[config.mk]
export PLATFORM = sky130hd
export DESIGN_NAME = gate_kill_top
export DESIGN_NICKNAME = d
export VERILOG_FILES = /design/src/rtl/gk_pkg.sv /design/src/rtl/gk_sync.sv /design/src/rtl/gk_qualify.sv /design/src/rtl/gk_gate_drive.sv /design/src/rtl/gate_kill_top.sv
export SDC_FILE = /design/constraint.sdc
export NUM_CORES = 1
export LEC_CHECK = 0
export ABC_AREA = 0
export ABC_CLOCK_PERIOD_IN_PS = 1700
export BUFFER_PORTS_ARGS = -buffer_cell sky130_fd_sc_hd__buf_2
export CORE_ASPECT_RATIO = 1.5
export CORE_MARGIN = 4
export CORE_UTILIZATION = 25
export DETAILED_ROUTE_END_ITERATION = 8
export SYNTH_ARGS = -nofsm -noshare
export SYNTH_HDL_FRONTEND = slang
export SYNTH_SLANG_ARGS = --single-unit
[constraint.sdc]
create_clock -name clk -period 1.7 [get_ports clk]
set_input_delay 0.17 -clock clk [delete_from_list [all_inputs] [get_ports clk]]
set_output_delay 0.17 -clock clk [all_outputs]
set_load 0.02 [all_outputs]
[src/rtl/gk_pkg.sv]
package gk_pkg;
    localparam int NUM_GATES = 6;

    typedef enum logic [1:0] {
        ST_RUN  = 2'd0,
        ST_TRIP = 2'd1,
        ST_HOLD = 2'd2
    } gk_state_t;
endpackage

[src/rtl/gk_sync.sv]
module gk_sync #(
    parameter int STAGES = 2
) (
    input  logic clk,
    input  logic rst_n,
    input  logic d_in,
    output logic q_out
);
    logic [STAGES-1:0] chain;

    always_ff @(posedge clk or negedge rst_n) begin
        if (!rst_n) begin
            chain <= '0;
        end else begin
            chain <= {chain[STAGES-2:0], d_in};
        end
    end

    assign q_out = chain[STAGES-1];
endmodule

[src/rtl/gk_qualify.sv]
module gk_qualify #(
    parameter int FILT_CYCLES = 32
) (
    input  logic clk,
    input  logic rst_n,
    input  logic level,
    output logic qualified
);
    localparam int CNT_W = $clog2(FILT_CYCLES + 1);
    localparam logic [CNT_W-1:0] LAST = CNT_W'(FILT_CYCLES - 1);

    logic [CNT_W-1:0] run_len;

    always_ff @(posedge clk or negedge rst_n) begin
        if (!rst_n) begin
            run_len <= '0;
        end else if (!level) begin
            run_len <= '0;
        end else if (run_len != LAST) begin
            run_len <= run_len + 1'b1;
        end
    end

    assign qualified = level && (run_len == LAST);
endmodule

[src/rtl/gk_gate_drive.sv]
module gk_gate_drive #(
    parameter int N = 6
) (
    input  logic [N-1:0] pwm,
    input  logic [N-1:0] pol_low,
    input  logic         blank,
    output logic [N-1:0] gate
);
    for (genvar g = 0; g < N; g++) begin : g_leg
        assign gate[g] = blank ? pol_low[g] : (pwm[g] ^ pol_low[g]);
    end
endmodule

[src/rtl/gate_kill_top.sv]
module gate_kill_top
    import gk_pkg::*;
#(
    parameter int FILT_CYCLES = 32,
    parameter int SYNC_STAGES = 2,
    parameter int MAX_DELAY   = 100
) (
    input  logic                 clk,
    input  logic                 rst_n,
    input  logic                 kill_in,
    input  logic                 kill_pol_high,
    input  logic [NUM_GATES-1:0] gate_pol_low,
    input  logic [NUM_GATES-1:0] pwm_in,
    input  logic                 fault_clear,
    output logic [NUM_GATES-1:0] gate_out,
    output logic                 fault_latched
);
    gk_state_t state, state_nx;
    logic      kill_raw;
    logic      kill_sync;
    logic      kill_qual;
    logic      blank;

    assign kill_raw = kill_pol_high ? kill_in : ~kill_in;

    gk_sync #(.STAGES(SYNC_STAGES)) u_sync (
        .clk   (clk),
        .rst_n (rst_n),
        .d_in  (kill_raw),
        .q_out (kill_sync)
    );

    gk_qualify #(.FILT_CYCLES(FILT_CYCLES)) u_qual (
        .clk       (clk),
        .rst_n     (rst_n),
        .level     (kill_sync),
        .qualified (kill_qual)
    );

    always_ff @(posedge clk or negedge rst_n) begin
        if (!rst_n) begin
            state <= ST_RUN;
        end else begin
            state <= state_nx;
        end
    end

    always_comb begin
        state_nx = state;
        unique case (state)
            ST_RUN:  if (kill_qual) state_nx = ST_TRIP;
            ST_TRIP: if (!kill_sync) state_nx = ST_HOLD;
            ST_HOLD: begin
                if (kill_sync)        state_nx = ST_TRIP;
                else if (fault_clear) state_nx = ST_RUN;
            end
            default: state_nx = ST_TRIP;
        endcase
    end

    always_comb begin
        unique case (state)
            ST_RUN:  blank = 1'b0;
            ST_TRIP: blank = 1'b1;
            ST_HOLD: blank = 1'b1;
            default: blank = 1'b1;
        endcase
    end

    assign fault_latched = blank;

    gk_gate_drive #(.N(NUM_GATES)) u_drive (
        .pwm     (pwm_in),
        .pol_low (gate_pol_low),
        .blank   (blank),
        .gate    (gate_out)
    );
endmodule

==> impl_metrics.py <==
metrics = {
    "die": {
        "start_util_pct": 26.7,
        "die_h_um": 65.3,
        "die_w_um": 46.2,
        "core_area_um2": 2050,
        "placementRows": 20,
        "die_area_um2": 3020,
        "io_pins": 24,
    },
    "clock_tree": {
        "post-cts-setup-buffer-count": 0,
        "cts_tree": "done",
        "numCtsBuffers": 3,
        "clock_latency_ps": 260,
        "clk_path_buf_depth": 2,
        "cts_root_buffer": "clkbuf_4",
        "cts.sinks": 10,
        "htree_levels": 1,
        "path_clk_slew_ps": 60,
    },
    "finish": {
        "diodes": 0,
        "fin_nets": 100,
        "syn2layout_area_growth_pct": 32.4,
        "drive_gt1_share_pct": 41.3,
    },
    "synth": {
        "synth_fa_ha_area_share_pct": 2.28,
        "synth_seq_cells": 10,
        "synth-xor-area-share_pct": 16.0,
        "synth_mux_area_share_pct": 6.39,
        "syn_inst": 53,
        "synth_top_family_by_area": "simple AND/OR/NAND/NOR gates",
        "yosys.area_share.simple_pct": 16.9,
        "avgSynthCellArea_um2": 10.3,
        "seq_area_frac_synth_pct": 45.7,
        "yosysUniqueCellTypes": 19,
        "syn-cell-area_um2": 548,
        "synthesis.nets": 71,
        "synth_warnings": 0,
        "synth-compound-area-share_pct": 10.0,
    },
    "critical_path": {
        "cp-end-kind": "output port",
        "cp_max_fo": 7,
        "required_ps": 1530,
        "cp-start-kind": "register",
        "crit_type": "register to output port",
        "critPathArrivalTime_ps": 1350,
    },
    "route": {
        "drt_iter0_drc": 2,
        "via_per_inst": 4.54,
        "ant_nets": 0,
        "drt_wl_total_mm": 1.04,
        "vias": 463,
        "drcViolationCount": 0,
        "first_pass_iters": 2,
        "wl_per_cell_um": 10.2,
    },
    "power": {
        "p_leak_nw": 0.384,
        "ir_worst_vdd_uv": 314,
        "p_per_area_nw_per_um2": 743,
    },
    "global_routing": {
        "grt_pass1_wl_mm": 1.76,
        "antenna_found_initial": 0,
        "overflow": 0,
        "first_global_vias": 444,
        "grt_usage_pct": 8.02,
        "grt_max_degree": 11,
    },
    "timing": {
        "slew-limit-headroom_pct": 80.2,
        "tns_ps": 0,
        "hold_viol_final": 0,
        "max_freq_ghz": 0.656,
        "worst_slew_pin_slew_ps": 296,
        "fin_skew_ps": 2.09,
        "period_share_pct": 89.7,
        "hold_slack_ps": 80.0,
        "rsz0062_at_grt": "false",
        "finalMaxSlewViolations": 0,
        "finalSetupViolCount": 0,
        "period_needed_ps": 1520,
    },
    "place": {
        "dpl.hpwl_um": 879,
        "globalplace.congestion": 0.754,
        "numPortBuffers": 23,
    },
    "flow_run": {
        "maxCapViolCount": 0,
    },
    "worst_hold_path": {
        "hold_class": "input pin to register",
    },
    "outcome": {
        "outcome": "completed",
    },
}
==> state kept, by name, indices dropped and copies added (netlist names) <==
register,cells
u_qual.run_len,6
u_sync.chain,2
state,2
==> report_power, final <==
group	leakage, nW	internal (mW)	switching [mW]
Sequential	0.133	0.255	0.0165
Combinational	0.238	0.0560	0.0596
Clock	0.0138	0.0813	0.0715
Total	0.384	0.392	0.148
==> path summary, 6_finish.rpt <==
check,from,endpoint,slack (ps),depth (start not counted)
worst max-delay path,state[1]$_DFFE_PN0P_,gate_out[0],180,4
worst min-delay path,kill_in,u_sync.chain[0]$_DFF_PN0_,80,2
worst max register to register,u_qual.run_len[0]$_DFFE_PN0P_,u_qual.run_len[0]$_DFFE_PN0P_,250,4
worst min register to register,u_sync.chain[0]$_DFF_PN0_,u_sync.chain[1]$_DFF_PN0_,350,0
max in group asynchronous,rst_n,u_qual.run_len[1]$_DFFE_PN0P_,1210,2
min in group asynchronous,rst_n,u_qual.run_len[0]$_DFFE_PN0P_,300,2
==> synthesized netlist by cell type <==
cell type	n	area share [%]
xor2_1	2	3.2
dfrtp_1	10	46
o21ai_0	1	0.91
nand3_1	1	0.91
ha_1	1	2.3
nor3_4	1	3.0
a2bb2oi_1	1	1.6
mux2_4	1	2.7
nand2b_2	1	1.6
nand3_2	1	1.8
a2111o_1	1	2.1
a21oi_1	1	0.91
a21o_2	2	3.2
inv_1	4	2.7
nor2_1	5	3.4
a211oi_1	1	1.4
xnor2_1	8	13
nand2_1	9	6.2
mux2i_1	2	3.7
==> logic make-up (layout without fill, tap and decap cells) <==
group,after synthesis,count (layout)
flip-flops,10,10
buffers and inverters,4,31
adder cells (fa/ha/maj),1,1
XOR/XNOR,10,10
multiplexers,3,3
AO/OA/AOI/OAI,7,7
AND/OR/NAND/NOR,18,18
==> critical path, cell delays in order, from the launching register on <==
cell	delay, ps
dfrtp_1	420
nor2_2	260
nand2_1	110
xnor2_1	130
buf_2	180
==> cell usage in the layout (no fill, tap or decap), types with 2 or more instances in the layout <==
master,n
a21o_2,2
buf_2,23
clkbuf_4,3
dfrtp_1,10
inv_1,4
mux2i_1,2
nand2_1,9
nor2_1,4
xnor2_1,8
xor2_1,2
==> metal layers <==
layer | up-vias | track usage (%) | part of all wire (%)
met1 | 204 | 8.35 | 37
met4 | 0 | 6.41 | 3.5
li1 | 229 | - | -
met3 | 5 | 1.92 | 14
met5 | - | 0 | 0
met2 | 25 | 12.9 | 46
==> layout make-up <==
cell class                      instances  area [µm²]
Sequential cell                        10         250
Clock buffer                            3        22.5
Timing Repair Buffer                   24         125
Multi-Input combinational cell         39         285
Tap cell                               22        27.5
Inverter                                4        15.0
Fill cell                             226        1330
==> through the flow <==
stage | total power, mW | std cells | instance area (µm²) | setup slack (ps) | utilization [%]
after floorplan | 0.344 | 53 | 548 | 362 | -
after global placement | 0.389 | 98 | 691 | 286 | 33.7
after detailed placement | 0.392 | 98 | 691 | 242 | 33.7
after CTS | 0.551 | 102 | 723 | 4.04 | 35.2
after global routing | 0.575 | 102 | 726 | 91.4 | 35.4
final | 0.540 | 102 | 726 | 176 | 35.4
==> repair_timing <==
item | in CTS | in global routing
setup endpoints to repair | 0 | 5
gates resized for setup | 0 | 1
hold buffers | 1 | 0
endpoints found under the hold margin | 10 | 0
Note: power is estimated with default switching activity, not from simulation.
